==> src/rtl/cfgb_pkg.sv <==
// Package: shared types and constants for the configuration bridge.
// Assumes: sizes are byte counts; only 1, 2 and 4 are used by the swap logic.
package cfgb_pkg;
    typedef enum logic {ST_IDLE, ST_WAIT} cfgb_state_t;
    localparam logic [63:0] ALL_ONES = 64'hFFFF_FFFF_FFFF_FFFF;
endpackage

==> src/rtl/cfgb_addr_decode.sv <==
// Module: splits the 64-bit target register into request fields and decides
// whether the addressed function can accept an access at the given lane.
// Assumes: presence and size inputs refer to the bus/devfn driven out here.
module cfgb_addr_decode #(
    parameter int CFG_SZ_W = 13
) (
    input  logic [63:0]         addr_q,
    input  logic [1:0]          lane,
    input  logic                dev_present,
    input  logic [CFG_SZ_W-1:0] dev_cfg_size,
    output logic [7:0]          bus,
    output logic [7:0]          devfn,
    output logic [11:0]         dw_off,
    output logic                target_ok
);
    localparam int EN_BIT = 63;
    logic [11:0] full_off;

    // Field extraction and limit check.
    always_comb begin
        bus       = addr_q[59:52];
        devfn     = addr_q[51:44];
        dw_off    = {addr_q[43:34], 2'b00};
        full_off  = {addr_q[43:34], lane};
        target_ok = addr_q[EN_BIT] && dev_present &&
                    ({{(CFG_SZ_W-12){1'b0}}, full_off} < dev_cfg_size);
    end
endmodule

==> src/rtl/cfgb_lane_swap.sv <==
// Module: reorders bytes between big-endian register data and little-endian
// configuration data; size 1 keeps byte 0, 2 swaps the low pair, 4 reverses.
// Assumes: size is 1, 2 or 4; other codes give zero.
module cfgb_lane_swap #(
    parameter int NBYTES = 4
) (
    input  logic [NBYTES*8-1:0] din,
    input  logic [2:0]          size,
    output logic [NBYTES*8-1:0] dout
);
    for (genvar i = 0; i < NBYTES; i++) begin : g_byte
        // Select the source byte for output byte i.
        always_comb begin
            dout[i*8 +: 8] = 8'h00;
            case (size)
                3'd1: if (i == 0) dout[i*8 +: 8] = din[7:0];
                3'd2: if (i < 2)  dout[i*8 +: 8] = din[(1-i)*8 +: 8];
                3'd4: if (i < 4)  dout[i*8 +: 8] = din[(3-i)*8 +: 8];
                default: dout[i*8 +: 8] = 8'h00;
            endcase
        end
    end
endmodule

==> src/rtl/cfgb_ctrl.sv <==
// Module: access sequencer; classifies each register access, issues the
// registered configuration request, and returns read data or all ones.
// Assumes: one access per cycle at most; accesses during an outstanding
// read are ignored.
module cfgb_ctrl #(
    parameter int CFG_SZ_W = 13
) (
    input  logic                clk,
    input  logic                rst_n,
    input  logic                acc_wr,
    input  logic                acc_rd,
    input  logic [3:0]          acc_size,
    input  logic [1:0]          lane,
    input  logic                win_hit,
    input  logic                win_size_ok,
    input  logic                full_ok,
    input  logic                addr_hit,
    input  logic [63:0]         addr_q,
    input  logic                target_ok,
    input  logic                dev_present,
    input  logic [CFG_SZ_W-1:0] dev_cfg_size,
    input  logic [7:0]          bus,
    input  logic [7:0]          devfn,
    input  logic [11:0]         dw_off,
    input  logic [31:0]         wr_swapped,
    input  logic [31:0]         rd_swapped,
    input  logic                cfg_rvalid,
    output logic                idle,
    output logic [63:0]         acc_rdata,
    output logic                acc_rvalid,
    output logic                acc_err,
    output logic                cfg_req,
    output logic                cfg_we,
    output logic [7:0]          cfg_bus,
    output logic [7:0]          cfg_devfn,
    output logic [11:0]         cfg_offset,
    output logic [1:0]          cfg_lane,
    output logic [2:0]          cfg_size,
    output logic [31:0]         cfg_wdata
);
    import cfgb_pkg::*;
    cfgb_state_t st;

    assign idle = (st == ST_IDLE);

    // Sequencer: classify access, launch request, complete reads.
    always_ff @(posedge clk) begin
        if (!rst_n) begin
            st         <= ST_IDLE;
            acc_rdata  <= '0;
            acc_rvalid <= 1'b0;
            acc_err    <= 1'b0;
            cfg_req    <= 1'b0;
            cfg_we     <= 1'b0;
            cfg_bus    <= '0;
            cfg_devfn  <= '0;
            cfg_offset <= '0;
            cfg_lane   <= '0;
            cfg_size   <= '0;
            cfg_wdata  <= '0;
        end else begin
            cfg_req    <= 1'b0;
            acc_rvalid <= 1'b0;
            acc_err    <= 1'b0;
            if (st == ST_IDLE) begin
                if (acc_wr) begin
                    if (win_hit) begin
                        if (!win_size_ok) begin
                            acc_err <= 1'b1;
                        end else if (target_ok) begin
                            cfg_req    <= 1'b1;
                            cfg_we     <= 1'b1;
                            cfg_bus    <= bus;
                            cfg_devfn  <= devfn;
                            cfg_offset <= dw_off;
                            cfg_lane   <= lane;
                            cfg_size   <= acc_size[2:0];
                            cfg_wdata  <= wr_swapped;
                        end
                    end
                end else if (acc_rd) begin
                    acc_rdata <= ALL_ONES;
                    if (win_hit) begin
                        if (!win_size_ok) begin
                            acc_err    <= 1'b1;
                            acc_rvalid <= 1'b1;
                        end else if (target_ok) begin
                            cfg_req    <= 1'b1;
                            cfg_we     <= 1'b0;
                            cfg_bus    <= bus;
                            cfg_devfn  <= devfn;
                            cfg_offset <= dw_off;
                            cfg_lane   <= lane;
                            cfg_size   <= acc_size[2:0];
                            st         <= ST_WAIT;
                        end else begin
                            acc_rvalid <= 1'b1;
                        end
                    end else begin
                        acc_rvalid <= 1'b1;
                        if (full_ok) acc_rdata <= addr_hit ? addr_q : 64'h0;
                    end
                end
            end else if (cfg_rvalid) begin
                acc_rvalid <= 1'b1;
                acc_rdata  <= {32'h0, rd_swapped};
                st         <= ST_IDLE;
            end
        end
    end

    // a request only follows an access made while enabled.
    a_r4_req_needs_enable: assert property (@(posedge clk) disable iff (!rst_n)
        cfg_req |-> $past(addr_q[63]));
    // a request only follows an access with the device present.
    a_r7_req_needs_device: assert property (@(posedge clk) disable iff (!rst_n)
        cfg_req |-> $past(dev_present));
    // the requested offset lies inside the device's space.
    a_r6_req_in_limit: assert property (@(posedge clk) disable iff (!rst_n)
        cfg_req |-> ({{(CFG_SZ_W-12){1'b0}}, cfg_offset[11:2], cfg_lane} < $past(dev_cfg_size)));
    // an error pulse never comes with a request.
    a_r10_err_no_req: assert property (@(posedge clk) disable iff (!rst_n)
        acc_err |-> !cfg_req);
    // device data in the wait state completes on the next cycle.
    a_r11_complete_next: assert property (@(posedge clk) disable iff (!rst_n)
        (st == ST_WAIT && cfg_rvalid) |=> acc_rvalid);
    // a 2-byte write request carries the low pair swapped.
    a_r8_swap_two: assert property (@(posedge clk) disable iff (!rst_n)
        (cfg_req && cfg_we && cfg_size == 3'd2) |->
        (cfg_wdata[15:0] == {$past(wr_swapped[15:8]), $past(wr_swapped[7:0])}));
endmodule

==> src/rtl/cfg_window_bridge.sv <==
// Module: top of the configuration address/data bridge. Holds the 64-bit
// target register, decodes the register offset and wires decode, swap and
// sequencer together.
// Assumes: the enumeration logic answers dev_present/dev_cfg_size
// combinationally for tgt_bus/tgt_devfn.
module cfg_window_bridge #(
    parameter int          OFF_W    = 16,
    parameter int          CFG_SZ_W = 13,
    parameter logic [15:0] AREG_OFF = 16'h0120,
    parameter logic [15:0] WIN_OFF  = 16'h0130
) (
    input  logic                clk,
    input  logic                rst_n,
    input  logic                acc_wr,
    input  logic                acc_rd,
    input  logic [OFF_W-1:0]    acc_off,
    input  logic [3:0]          acc_size,
    input  logic [63:0]         acc_wdata,
    output logic [63:0]         acc_rdata,
    output logic                acc_rvalid,
    output logic                acc_err,
    output logic [7:0]          tgt_bus,
    output logic [7:0]          tgt_devfn,
    input  logic                dev_present,
    input  logic [CFG_SZ_W-1:0] dev_cfg_size,
    output logic                cfg_req,
    output logic                cfg_we,
    output logic [7:0]          cfg_bus,
    output logic [7:0]          cfg_devfn,
    output logic [11:0]         cfg_offset,
    output logic [1:0]          cfg_lane,
    output logic [2:0]          cfg_size,
    output logic [31:0]         cfg_wdata,
    input  logic [31:0]         cfg_rdata,
    input  logic                cfg_rvalid
);
    localparam logic [OFF_W-1:0] WIN_A  = WIN_OFF[OFF_W-1:0];
    localparam logic [OFF_W-1:0] AREG_A = AREG_OFF[OFF_W-1:0];

    logic [63:0] addr_q;
    logic        win_hit, win_size_ok, full_ok, addr_hit, idle, target_ok;
    logic [11:0] dw_off;
    logic [31:0] wr_swapped, rd_swapped;

    // Offset classification.
    always_comb begin
        win_hit     = ({acc_off[OFF_W-1:2], 2'b00} == WIN_A);
        win_size_ok = (acc_size == 4'd1) || (acc_size == 4'd2) || (acc_size == 4'd4);
        full_ok     = (acc_size == 4'd8) && (acc_off[2:0] == 3'b000);
        addr_hit    = (acc_off == AREG_A);
    end

    // Target register: full-width aligned writes only, when not busy.
    always_ff @(posedge clk) begin
        if (!rst_n)
            addr_q <= '0;
        else if (acc_wr && idle && !win_hit && full_ok && addr_hit)
            addr_q <= acc_wdata;
    end

    cfgb_addr_decode #(.CFG_SZ_W(CFG_SZ_W)) u_dec (
        .addr_q(addr_q), .lane(acc_off[1:0]), .dev_present(dev_present),
        .dev_cfg_size(dev_cfg_size), .bus(tgt_bus), .devfn(tgt_devfn),
        .dw_off(dw_off), .target_ok(target_ok)
    );

    cfgb_lane_swap #(.NBYTES(4)) u_wswap (
        .din(acc_wdata[31:0]), .size(acc_size[2:0]), .dout(wr_swapped)
    );

    cfgb_lane_swap #(.NBYTES(4)) u_rswap (
        .din(cfg_rdata), .size(cfg_size), .dout(rd_swapped)
    );

    cfgb_ctrl #(.CFG_SZ_W(CFG_SZ_W)) u_ctrl (
        .clk(clk), .rst_n(rst_n), .acc_wr(acc_wr), .acc_rd(acc_rd),
        .acc_size(acc_size), .lane(acc_off[1:0]), .win_hit(win_hit),
        .win_size_ok(win_size_ok), .full_ok(full_ok), .addr_hit(addr_hit),
        .addr_q(addr_q), .target_ok(target_ok), .dev_present(dev_present),
        .dev_cfg_size(dev_cfg_size), .bus(tgt_bus), .devfn(tgt_devfn),
        .dw_off(dw_off), .wr_swapped(wr_swapped), .rd_swapped(rd_swapped),
        .cfg_rvalid(cfg_rvalid), .idle(idle), .acc_rdata(acc_rdata),
        .acc_rvalid(acc_rvalid), .acc_err(acc_err), .cfg_req(cfg_req),
        .cfg_we(cfg_we), .cfg_bus(cfg_bus), .cfg_devfn(cfg_devfn),
        .cfg_offset(cfg_offset), .cfg_lane(cfg_lane), .cfg_size(cfg_size),
        .cfg_wdata(cfg_wdata)
    );

    // the target register only changes after a write strobe.
    a_r2_areg_needs_write: assert property (@(posedge clk) disable iff (!rst_n)
        !$past(acc_wr) |-> $stable(addr_q));
endmodule

==> config.mk <==
export PLATFORM = sky130hd
export DESIGN_NAME = cfg_window_bridge
export DESIGN_NICKNAME = d
export VERILOG_FILES = /design/src/rtl/cfgb_pkg.sv /design/src/rtl/cfgb_addr_decode.sv /design/src/rtl/cfgb_lane_swap.sv /design/src/rtl/cfgb_ctrl.sv /design/src/rtl/cfg_window_bridge.sv
export SDC_FILE = /design/constraint.sdc
export NUM_CORES = 1
export LEC_CHECK = 0
export BUFFER_PORTS_ARGS = -buffer_cell sky130_fd_sc_hd__clkbuf_2
export CAP_MARGIN = 20
export CORE_ASPECT_RATIO = 0.8
export CORE_MARGIN = 4
export CORE_UTILIZATION = 30
export CTS_CLUSTER_SIZE = 28
export DETAILED_ROUTE_END_ITERATION = 10
export PLACE_DENSITY = 0.63
export SLEW_MARGIN = 40
export SYNTH_ARGS = -nofsm -noshare
export SYNTH_HDL_FRONTEND = slang
export SYNTH_SLANG_ARGS = --single-unit
==> constraint.sdc <==
create_clock -name clk -period 4.8 [get_ports clk]
set_input_delay 0.24 -clock clk [delete_from_list [all_inputs] [get_ports clk]]
set_output_delay 0.24 -clock clk [all_outputs]
set_load 0.01 [all_outputs]
==> flow_summary.yaml <==
detailed_routing:
  highest_layer: "met4"
  vias: 8123
  vias_per_cell: 4.91
  first_pass_iters: 7
  met2_length_um: 12800
  routedWlPerCell_um: 18.4
  drtAntennaViolNets: 0
  wl_met3_um: 2800
  met1_length_um: 14100
  wirelength_um: 30500
  drc: 0
  drtIter0Drc: 523
die:
  start_util: 0.305
  row_count: 56
  core_area_mm2: 0.0293
  die_h_um: 162
  die_w_um: 201
  dieArea_mm2: 0.0326
  io_pins: 284
power_and_ir_drop:
  leakage_uw: 0.00484
  vdd_drop_max_mv: 0.236
  power.density_mw_per_mm2: 317
synthesis:
  ys_async_sr_fraction: 0
  synth-seq-cells: 196
  ys_warn_count: 0
  ys.flop_type: "dfxtp_1"
  synth.distinct_cells: 58
  synth_edf_count: 0
  synth_area_mm2: 0.00893
  synth-seq-area-share: 0.440
  syn_area_per_cell_um2: 8.51
  synth_cells: 1049
status:
  status: "complete, no violations"
clocking:
  clk_latency_ns: 0.44
  clk_pin_slew_ns: 0.08
  cts_tree: "yes"
  cts_setup_buffers: 0
  clock-root-buffer: "clkbuf_16"
  cts_inserted_buffers: 17
  cts.sinks: 196
  h-tree-depth: 4
  cts_buffer_depth: 2
cells_and_area:
  nets: 1409
  syn2layout_area_growth_pct: 23.6
  fillCellCount: 3046
  drive_gt1_frac: 0.271
worst_setup_path:
  endpoint_kind: "flip-flop"
  cp_max_fo: 32
  crit_chain: "ha_1 > a211o_1 > a21o_1 > a2111o_1 > or3_4 > a22o_2"
  startpoint_type: "flip-flop"
  crit_arrival_ns: 2.88
  r2r_setup_slack_ns: 2.25
  cp.required_ns: 5.13
  crit_type: "reg2reg"
  slowest_stage: "or3_4"
  cpPeakStageDelay_ns: 0.61
global_routing:
  grt_overflow: 0
  grt_usage: 0.182
  grt_max_degree: 120
  grt_pass1_wl_um: 46800
  grt_pass1_vias: 8091
  antenna_found_initial: 2
timing:
  finalSetupViolations: 0
  timing.fmax_mhz: 393
  worst_slack_ns: 2.25
  tns_ns: 0
  worst_pin_slew_ns: 0.780
  finalHoldViolations: 0
  layout_min_cycle_time_ns: 2.55
  finalCritPeriodShare: 0.530
  finClkSkew_ns: 0.0111
  maxSlewViolCount: 0
  grt_setup_unrepaired: "false"
  maxSlewHeadroom: 0.480
run:
  max_cap_violations: 0
placed_design:
  hpwlAfterDp_um: 22400
  routabilityCongestion: 0.871
  port_buffers: 281
  pre_cts_slack_ns: 2.17
min_path:
  hold_path.class: "in2reg"
logic make-up after synthesis:
group / Yosys count / synth area share
AOI/OAI and AO/OA: 224 / 0.151
xor gates and xnor gates: 1 / 0.000981
adders and majority gates: 11 / 0.0154
buffers and inverters: 114 / 0.0694
DFF: 196 / 0.440
muxes: 127 / 0.142
other: 1 / 0.000420
and+or+nand+nor: 375 / 0.180
metrics by stage:
stage / hold slack (ns) / power [µW] / cells / instance area (µm²) / util
finish: 0.0292 / 3490 / 1655 / 11000 / 0.377
global route: 0.00613 / 3630 / 1655 / 11000 / 0.377
global placement: 0.435 / 2000 / 1617 / 10400 / 0.353
CTS: 0.000535 / 3540 / 1653 / 11000 / 0.376
detailed placement: 0.440 / 2010 / 1619 / 10400 / 0.355
floorplan: 0.328 / 1860 / 1050 / 8930 / -
final timing paths:
| kind | start | end | cells after the start |
|---|---|---|---|
| worst max-delay path | addr_q[36]$_SDFFE_PN0P_ | u_ctrl.cfg_we$_SDFFE_PN0P_ | 6 |
| worst min-delay path | acc_wdata[48] | addr_q[48]$_SDFFE_PN0P_ | 3 |
| worst max register to register | addr_q[36]$_SDFFE_PN0P_ | u_ctrl.cfg_we$_SDFFE_PN0P_ | 6 |
| worst min register to register | u_ctrl.acc_rdata[55]$_SDFFE_PN0P_ | u_ctrl.acc_rdata[55]$_SDFFE_PN0P_ | 2 |
power breakdown:
group	internal, µW	switching, µW
Clock	817	702
Sequential	1660	23.2
Combinational	111	175
Total	2590	900
sequential cells by signal, summed over array words and instances, names as in the netlist:
| register | cells |
|---|---|
| addr_q | 64 |
| u_ctrl.cfg_we | 1 |
| u_ctrl.acc_err | 1 |
| u_ctrl.cfg_bus | 8 |
| u_ctrl.acc_rvalid | 1 |
| u_ctrl.cfg_offset | 10 |
| u_ctrl.cfg_wdata | 32 |
| u_ctrl.cfg_size | 3 |
| u_ctrl.cfg_devfn | 8 |
| u_ctrl.acc_rdata | 64 |
| u_ctrl.st | 1 |
| u_ctrl.cfg_lane | 2 |
| u_ctrl.cfg_req | 1 |
critical path: cells and delay by family (launching register included):
| kind | cells | cell delay (ns) |
|---|---|---|
| fa+ha+maj | 1 | 0.31 |
| simple gates | 1 | 0.61 |
| flops | 1 | 0.34 |
| compound gates | 4 | 1.17 |
cells in the mapped netlist, types with 6 or more instances:
cell type      number  area [µm²]
mux2i_1           127        1270
nor2_1              7        26.3
inv_1              13        48.8
clkbuf_1           46         173
dfxtp_1           196        3920
a21boi_0           16         120
o21ai_0            51         255
nand2_1           315        1180
o31ai_1            25         188
ha_1               11         138
a21oi_1            78         390
or2_2               8        50.1
o21ai_1             6        30.0
a22oi_1            22         165
a31oi_1             8        50.1
buf_1               6        22.5
buf_2              15        75.1
buf_4              23         173
and3b_1             9        78.8
dlygate4sd1_1       6        52.6
cell type report:
class / instances / area (µm²) / share of cell area
Tap cell: 377 / 472 / 0.0428
Inverter: 14 / 52.6 / 0.00476
Clock buffer: 19 / 453 / 0.0411
Antenna cell: 2 / 5.00 / 0.000454
Clock inverter: 13 / 165 / 0.0150
Sequential cell: 196 / 3920 / 0.356
Timing Repair Buffer: 294 / 1530 / 0.138
Multi-Input combinational cell: 740 / 4430 / 0.402
metal layers:
layer | vias to the layer above | GRT usage
met3 | 44 | 0.0723
li1 | 4001 | -
met5 | - | 0
met4 | 0 | 0.0597
met1 | 3776 | 0.248
met2 | 302 | 0.264
layout by cell type (no fill, tap or decap), drive strengths merged, types with 8 or more instances in the layout:
cell type,n
a22oi,22
and3b,9
nand2,315
clkbuf,300
dfxtp,196
a21oi,78
o21ai,57
inv,19
a31oi,8
o31ai,25
ha,11
or2,8
buf,11
a21boi,16
mux2i,127
what timing repair did:
item | in CTS | in global routing
endpoints found under the hold margin | 2 | 0
resized for setup | 0 | 0
hold buffers | 2 | 0
No activity file was read; power rests on OpenSTA's default activity.
